### src/rtl/vdma_pkg.sv
package vdma_pkg;

  typedef enum logic [1:0] {XF_BUS = 2'd0, XF_FILL = 2'd2, XF_COPY = 2'd3} xfer_e;
  typedef enum logic [1:0] {TGT_NONE = 2'd0, TGT_VRAM = 2'd1, TGT_CRAM = 2'd2, TGT_VSRAM = 2'd3} tgt_e;

  localparam int CELL_W = 6;

  // Mode from the top two bits of the highest source register.
  function automatic xfer_e decode_mode(input logic [1:0] top);
    if (!top[1]) return XF_BUS;
    return top[0] ? XF_COPY : XF_FILL;
  endfunction

  function automatic logic [15:0] swap_bytes(input logic [15:0] w);
    return {w[7:0], w[15:8]};
  endfunction

  // Word index modulo 64 for the small memories.
  function automatic logic [15:0] cell_index(input logic [15:0] a);
    return {{(16-CELL_W){1'b0}}, a[CELL_W:1]};
  endfunction

  function automatic logic [15:0] advance(input logic [15:0] a, input logic [7:0] step);
    return a + {8'h00, step};
  endfunction

endpackage

### src/rtl/vdma_counters.sv
module vdma_counters #(
  parameter int AW = 16,
  parameter int BW = 8
) (
  input  logic          clk,
  input  logic          rst_n,
  input  logic          load,
  input  logic          step,
  input  logic [AW-1:0] addr_ld,
  input  logic [AW-1:0] len_ld,
  input  logic [AW-1:0] src_ld,
  input  logic [BW-1:0] inc_ld,
  output logic [AW-1:0] addr_q,
  output logic [AW-1:0] len_q,
  output logic [AW-1:0] src_q,
  output logic [BW-1:0] inc_q,
  output logic          last
);
  import vdma_pkg::*;

  // A loaded zero wraps to all ones on the first unit: 65536 units in total.
  assign last = (len_q == AW'(1));

  always_ff @(posedge clk or negedge rst_n) begin
    if (!rst_n) begin
      addr_q <= '0;
      len_q  <= '0;
      src_q  <= '0;
      inc_q  <= '0;
    end else if (load) begin
      addr_q <= addr_ld;
      len_q  <= len_ld;
      src_q  <= src_ld;
      inc_q  <= inc_ld;
    end else if (step) begin
      addr_q <= advance(addr_q, inc_q);
      len_q  <= len_q - AW'(1);
      src_q  <= src_q + AW'(1);
    end
  end

endmodule

### src/rtl/vdma_sequencer.sv
module vdma_sequencer (
  input  logic                 clk,
  input  logic                 rst_n,
  input  logic                 accept_req,
  input  vdma_pkg::xfer_e      new_mode,
  input  logic                 fill_trig,
  input  logic                 step,
  input  logic                 last,
  output vdma_pkg::xfer_e      mode_q,
  output logic                 running,
  output logic                 armed,
  output logic                 load,
  output logic                 fill_go,
  output logic                 done
);
  import vdma_pkg::*;

  typedef enum logic [1:0] {ST_IDLE, ST_ARMED, ST_RUN} st_e;
  st_e st_q;

  assign running = (st_q == ST_RUN);
  assign armed   = (st_q == ST_ARMED);
  assign load    = accept_req && !running;
  assign fill_go = armed && fill_trig && !load;

  always_ff @(posedge clk or negedge rst_n) begin
    if (!rst_n) begin
      st_q   <= ST_IDLE;
      mode_q <= XF_BUS;
      done   <= 1'b0;
    end else begin
      done <= 1'b0;
      if (load) begin
        mode_q <= new_mode;
        st_q   <= (new_mode == XF_FILL) ? ST_ARMED : ST_RUN;
      end else if (fill_go) begin
        st_q <= ST_RUN;
      end else if (running && step && last) begin
        st_q <= ST_IDLE;
        done <= 1'b1;
      end
    end
  end

endmodule

### src/rtl/vdma_write_fmt.sv
module vdma_write_fmt #(
  parameter int AW       = 16,
  parameter int DW       = 16,
  parameter bit SWAP_ODD = 1'b1
) (
  input  logic                 step,
  input  vdma_pkg::xfer_e      mode,
  input  vdma_pkg::tgt_e       tgt,
  input  logic [AW-1:0]        addr,
  input  logic [DW-1:0]        bus_word,
  input  logic [DW/2-1:0]      fill_byte,
  input  logic [DW/2-1:0]      copy_byte,
  output logic                 we,
  output logic [1:0]           wtgt,
  output logic [AW-1:0]        waddr,
  output logic [DW-1:0]        wdata,
  output logic                 wbyte
);
  import vdma_pkg::*;

  localparam int HB = DW / 2;
  logic [DW-1:0] vram_word;

  generate
    if (SWAP_ODD) begin : g_swap
      assign vram_word = addr[0] ? swap_bytes(bus_word) : bus_word;
    end else begin : g_noswap
      assign vram_word = bus_word;
    end
  endgenerate

  always_comb begin
    we    = 1'b0;
    wtgt  = TGT_VRAM;
    waddr = addr;
    wdata = '0;
    wbyte = 1'b1;
    unique case (mode)
      XF_BUS: begin
        wbyte = 1'b0;
        wtgt  = tgt;
        we    = step && (tgt != TGT_NONE);
        if (tgt == TGT_VRAM) begin
          wdata = vram_word;
        end else begin
          waddr = cell_index(addr);
          wdata = bus_word;
        end
      end
      XF_FILL: begin
        we    = step && (tgt == TGT_VRAM);
        wdata = {{HB{1'b0}}, fill_byte};
      end
      XF_COPY: begin
        we    = step;
        wdata = {{HB{1'b0}}, copy_byte};
      end
      default: we = 1'b0;
    endcase
  end

endmodule

### src/rtl/vram_dma_engine.sv
module vram_dma_engine #(
  parameter int AW = 16,
  parameter int BW = 8,
  localparam int DW = 2 * BW,
  localparam int BUS_AW = AW + BW
) (
  input  logic          clk,
  input  logic          rst_n,
  input  logic          dma_en,
  input  logic          cmd_start,
  input  logic [BW-1:0] len_lo,
  input  logic [BW-1:0] len_hi,
  input  logic [BW-1:0] src_lo,
  input  logic [BW-1:0] src_mid,
  input  logic [BW-1:0] src_hi,
  input  logic [BW-1:0] inc,
  input  logic [1:0]    target,
  input  logic [AW-1:0] addr_in,
  input  logic          data_wr,
  input  logic [DW-1:0] data_in,
  output logic          bus_req,
  output logic [BUS_AW-1:0] bus_addr,
  input  logic          bus_valid,
  input  logic [DW-1:0] bus_data,
  output logic [AW-1:0] cpy_addr,
  input  logic [BW-1:0] cpy_rdata,
  output logic          mem_we,
  output logic [1:0]    mem_tgt,
  output logic [AW-1:0] mem_addr,
  output logic [DW-1:0] mem_wdata,
  output logic          mem_byte,
  output logic          busy,
  output logic          done,
  output logic [AW-1:0] addr_out,
  output logic [AW-1:0] len_out,
  output logic [AW-1:0] src_out
);
  import vdma_pkg::*;

  // Named internal events, used by the bound checker.
  logic          accept_req, load, fill_go, running, armed, step, last;
  xfer_e         mode_q;
  tgt_e          tgt_q;
  logic [BW-2:0] src_top_q;
  logic [BW-1:0] fill_q;
  logic [BW-1:0] inc_q;

  assign accept_req = cmd_start && dma_en;
  assign step       = running && ((mode_q != XF_BUS) || bus_valid);

  vdma_sequencer u_seq (
    .clk(clk), .rst_n(rst_n), .accept_req(accept_req),
    .new_mode(decode_mode(src_hi[BW-1:BW-2])), .fill_trig(data_wr),
    .step(step), .last(last), .mode_q(mode_q), .running(running),
    .armed(armed), .load(load), .fill_go(fill_go), .done(done)
  );

  vdma_counters #(.AW(AW), .BW(BW)) u_cnt (
    .clk(clk), .rst_n(rst_n), .load(load), .step(step),
    .addr_ld(addr_in), .len_ld({len_hi, len_lo}), .src_ld({src_mid, src_lo}),
    .inc_ld(inc), .addr_q(addr_out), .len_q(len_out), .src_q(src_out),
    .inc_q(inc_q), .last(last)
  );

  always_ff @(posedge clk or negedge rst_n) begin
    if (!rst_n) begin
      tgt_q     <= TGT_NONE;
      src_top_q <= '0;
      fill_q    <= '0;
    end else begin
      if (load) begin
        tgt_q     <= tgt_e'(target);
        src_top_q <= src_hi[BW-2:0];
      end
      if (fill_go) fill_q <= data_in[DW-1:BW];
    end
  end

  assign bus_req  = running && (mode_q == XF_BUS);
  assign bus_addr = {src_top_q, src_out, 1'b0};
  assign cpy_addr = src_out;
  assign busy     = running && (mode_q != XF_BUS);

  vdma_write_fmt #(.AW(AW), .DW(DW), .SWAP_ODD(1'b1)) u_fmt (
    .step(step), .mode(mode_q), .tgt(tgt_q), .addr(addr_out),
    .bus_word(bus_data), .fill_byte(fill_q), .copy_byte(cpy_rdata),
    .we(mem_we), .wtgt(mem_tgt), .waddr(mem_addr), .wdata(mem_wdata),
    .wbyte(mem_byte)
  );

endmodule

### config.mk
export PLATFORM = sky130hd
export DESIGN_NAME = vram_dma_engine
export DESIGN_NICKNAME = d
export VERILOG_FILES = /design/src/rtl/vdma_pkg.sv /design/src/rtl/vdma_counters.sv /design/src/rtl/vdma_sequencer.sv /design/src/rtl/vdma_write_fmt.sv /design/src/rtl/vram_dma_engine.sv
export SDC_FILE = /design/constraint.sdc
export NUM_CORES = 1
export LEC_CHECK = 0
export ABC_CLOCK_PERIOD_IN_PS = 2950
export BUFFER_PORTS_ARGS = -buffer_cell sky130_fd_sc_hd__buf_2
export CAP_MARGIN = 10
export CORE_ASPECT_RATIO = 1.25
export CORE_MARGIN = 2
export CORE_UTILIZATION = 47
export CTS_CLUSTER_DIAMETER = 100
export DETAILED_ROUTE_END_ITERATION = 6
export GPL_ROUTABILITY_DRIVEN = 0
export GPL_TIMING_DRIVEN = 0
export PLACE_DENSITY_LB_ADDON = 0.08
export SLEW_MARGIN = 15
export SYNTH_ARGS = -nofsm -noshare
export SYNTH_HDL_FRONTEND = slang
export SYNTH_SLANG_ARGS = --single-unit
### constraint.sdc
create_clock -name clk -period 2.95 [get_ports clk]
set_clock_uncertainty 0.1 [all_clocks]
set_input_delay 0.295 -clock clk [delete_from_list [all_inputs] [get_ports clk]]
set_output_delay 0.295 -clock clk [all_outputs]
set_load 0.02 [all_outputs]
==> load_flow_metrics.sql <==
INSERT INTO impl_metrics (metric_group, metric, value, unit) VALUES
('outcome', 'outcome', 'complete, no violations', ''),
('worst_setup_path', 'reg2reg_setup_slack', '0.61', 'ns'),
('cts', 'post_cts_buffers', '0', ''),
('finish', 'final_cell_mix', '238 x buf_2, 160 x nand2_1, 78 x dfrtp_1, 44 x o21ai_0, 43 x a21oi_1', ''),
('cts', 'post_cts_resized', '0', ''),
('floorplanning', 'chip_height', '117', 'um'),
('cts', 'cts.sinks', '78', ''),
('flow_run', 'maxCapViolCount', '0', ''),
('cts', 'insertion_delay', '0.34', 'ns'),
('floorplanning', 'initial_core_utilization', '0.482', ''),
('power_and_ir_drop', 'internal_power', '4390', 'uW'),
('global_routing', 'first_global_vias', '4643', ''),
('global_routing', 'grt.overflow.total', '0', ''),
('cts', 'cts_max_path_buffers', '2', ''),
('place', 'pre_cts_ws', '0.629', 'ns'),
('synth', 'postSynthNetCount', '703', ''),
('route', 'met2_length', '7.26', 'mm'),
('route', 'post-route-drc-count', '0', ''),
('worst_setup_path', 'worst_r2r_endpoint', 'u_cnt.addr_q[12]', ''),
('floorplanning', 'ioPinCount', '239', ''),
('route', 'final_antenna_net_count', '0', ''),
('synth', 'seq_area_frac_synth', '0.403', ''),
('finish', 'layout.cells.non_filler', '954', ''),
('worst_setup_path', 'end_kind', 'output port', ''),
('finish', 'antennaDiodeCount', '0', ''),
('worst_setup_path', 'crit_path_start', 'tgt_q[1]', ''),
('timing', 'timing.final.setup_violations', '0', ''),
('timing', 'layout_min_cycle_time', '2.56', 'ns'),
('synth', 'yosys_warnings', '0', ''),
('power_and_ir_drop', 'comb_power_share', '0.591', ''),
('worst_setup_path', 'cp_cell_sequence', 'nand2b_1 -> nor2_1 -> buf_2 -> nand2_1 -> a21oi_1 -> a21oi_1 -> o21ai_0 -> buf_2', ''),
('synth', 'synth_edf_count', '0', ''),
('worst_setup_path', 'critPathKind', 'reg2out', ''),
('timing', 'tightestPinTransition', '0.605', 'ns'),
('worst_setup_path', 'startpoint_type', 'flip-flop', ''),
('route', 'met3RoutedLength', '911', 'um'),
('worst_setup_path', 'worst_ep_required_time', '2.56', 'ns'),
('power_and_ir_drop', 'netSwitchingPower', '4050', 'uW'),
('worst_setup_path', 'r2r_cells', '8', ''),
('synth', 'most_frequently_used_flop_master_after_synthesis', 'dfrtp_1', ''),
('route', 'met1Wirelength', '5.76', 'mm'),
('power_and_ir_drop', 'total_power', '8450', 'uW'),
('power_and_ir_drop', 'worst_supply_voltage_drop_on_vdd', '0.000730', 'V'),
('power_and_ir_drop', 'power.share.switching', '0.480', ''),
('min_path', 'worst_hold_path_type', 'in2reg', ''),
('finish', 'final_layout_size_suffix_gt1_frac', '0.382', ''),
('finish', 'final_common_cell', 'buf_2', ''),
('finish', 'layout.filler_cells', '955', ''),
('floorplanning', 'dieWidth', '94.8', 'um'),
('timing', 'rsz0062_at_grt', 'false', ''),
('power_and_ir_drop', 'power-per-cell-area', '1300', 'nW/um^2'),
('global_routing', 'grt_pass1_wl', '22.3', 'mm'),
('timing', 'fin_crit_sh', '0.866', ''),
('timing', 'layout_setup_ws', '0.394', 'ns'),
('synth', 'netlist_area', '4840', 'sq um'),
('power_and_ir_drop', 'clock_power_share', '0.144', ''),
('worst_setup_path', 'worst_path_largest_cell_delay', '0.40', 'ns'),
('floorplanning', 'floorplan.die_area', '11100', 'sq um'),
('power_and_ir_drop', 'p_seq_frac', '0.265', ''),
('timing', 'fin_setup_tns', '0', 'ns'),
('worst_setup_path', 'worst_ep_arrival_time', '2.16', 'ns'),
('floorplanning', 'coreArea', '10100', 'sq um'),
('timing', 'final-max-slew-violation-count', '0', ''),
('place', 'place.detailed.hpwl', '10.8', 'mm'),
('power_and_ir_drop', 'total_leakage_power', '0.00333', 'uW'),
('synth', 'synthArstFlopShare', '1.00', ''),
('synth', 'postSynthCellCount', '579', ''),
('global_routing', 'antenna_violations_before_repair', '0', ''),
('global_routing', 'pin_count_of_the_biggest_net_entering_global_routing', '51', ''),
('cts', 'ctsHoldBuffers', '1', ''),
('worst_setup_path', 'crit-reg2reg-launch', 'u_cnt.addr_q[0]', '');
[critical path: cells and delay by family (launching register included)]
family / cells / cell delay, ns
compound gates: 3 / 0.37
buf+inv: 2 / 0.46
flops: 1 / 0.40
simple gates: 3 / 0.59
[how the worst min path moves through the flow]
stage                                 to          from  cells past startpoint  slack [ns]
after floorplan                fill_q[0]         rst_n                      0       -0.10
after global placement      src_top_q[1]  src_top_q[1]                      2        0.36
after detailed placement  u_cnt.src_q[8]         rst_n                      1        0.15
after CTS                   src_top_q[2]     src_hi[2]                      3        0.04
after global routing      u_cnt.len_q[1]     len_lo[1]                      3        0.04
final                     u_cnt.inc_q[6]        inc[6]                      3        0.04
[power groups by stage]
stage / Combinational, uW / Clock (uW) / Sequential (uW)
global route: 5460 / 1280 / 2320
global placement: 4920 / 0 / 2210
detailed placement: 5010 / 0 / 2250
CTS: 5030 / 1220 / 2240
finish: 4990 / 1210 / 2240
floorplan: 3090 / 0 / 2560
[through the flow]
step | hold WS, ns | cell area [sq um]
finish | 0.0408 | 6510
CTS | 0.0382 | 6510
global placement | 0.357 | 6150
detailed placement | 0.148 | 6180
global route | 0.0443 | 6510
floorplan | -0.101 | 4840
[cell type report]
type	instances	area (sq um)	share of cell area
Buffer	61	373	0.0572
Clock buffer	11	253	0.0388
Clock inverter	4	70.1	0.0108
Inverter	7	26.3	0.00403
Multi-Input combinational cell	433	2490	0.383
Sequential cell	78	1950	0.300
Tap cell	129	161	0.0248
Timing Repair Buffer	231	1190	0.182
[synthesized netlist by cell type, types with 3 or more instances]
cell type | n | area, sq um
a211oi_1 | 4 | 30.0
a21o_1 | 4 | 30.0
a21oi_1 | 43 | 215
a31oi_1 | 4 | 25.0
and2_1 | 12 | 75.1
and3_1 | 9 | 56.3
buf_2 | 10 | 50.1
buf_4 | 33 | 248
clkbuf_1 | 15 | 56.3
dfrtp_1 | 78 | 1950
ha_1 | 11 | 138
inv_1 | 6 | 22.5
mux2_2 | 6 | 67.6
mux2_4 | 8 | 120
nand2_1 | 160 | 601
nand2b_1 | 5 | 31.3
nand3_1 | 7 | 35.0
nand4_1 | 5 | 31.3
nor2_1 | 30 | 113
nor3_1 | 5 | 25.0
o2111ai_1 | 3 | 26.3
o21ai_0 | 44 | 220
or3_1 | 4 | 25.0
xnor2_1 | 26 | 228
xor2_1 | 12 | 105
[state kept, by name, indices dropped and copies added (netlist names)]
| name | cells |
|---|---|
| u_seq.mode_q | 2 |
| u_seq.st_q | 2 |
| u_cnt.src_q | 16 |
| u_seq.done | 1 |
| u_cnt.inc_q | 8 |
| tgt_q | 2 |
| u_cnt.len_q | 16 |
| fill_q | 8 |
| u_cnt.addr_q | 16 |
| src_top_q | 7 |
[logic make-up after synthesis]
group / after synthesis / share of synthesized area
mux: 14 / 0.0387
buf+inv: 68 / 0.0824
xor+xnor: 38 / 0.0687
compound gates: 114 / 0.133
flops: 78 / 0.403
fa+ha+maj: 12 / 0.0325
simple gates: 254 / 0.241
other cells: 1 / 0.000774
[layer usage]
metal,GRT usage,up-vias
li1,-,2394
met1,0.314,2246
met2,0.447,171
met3,0.0455,21
met4,0.0879,0
met5,0,-
Note: power is estimated with default switching activity, not from simulation.
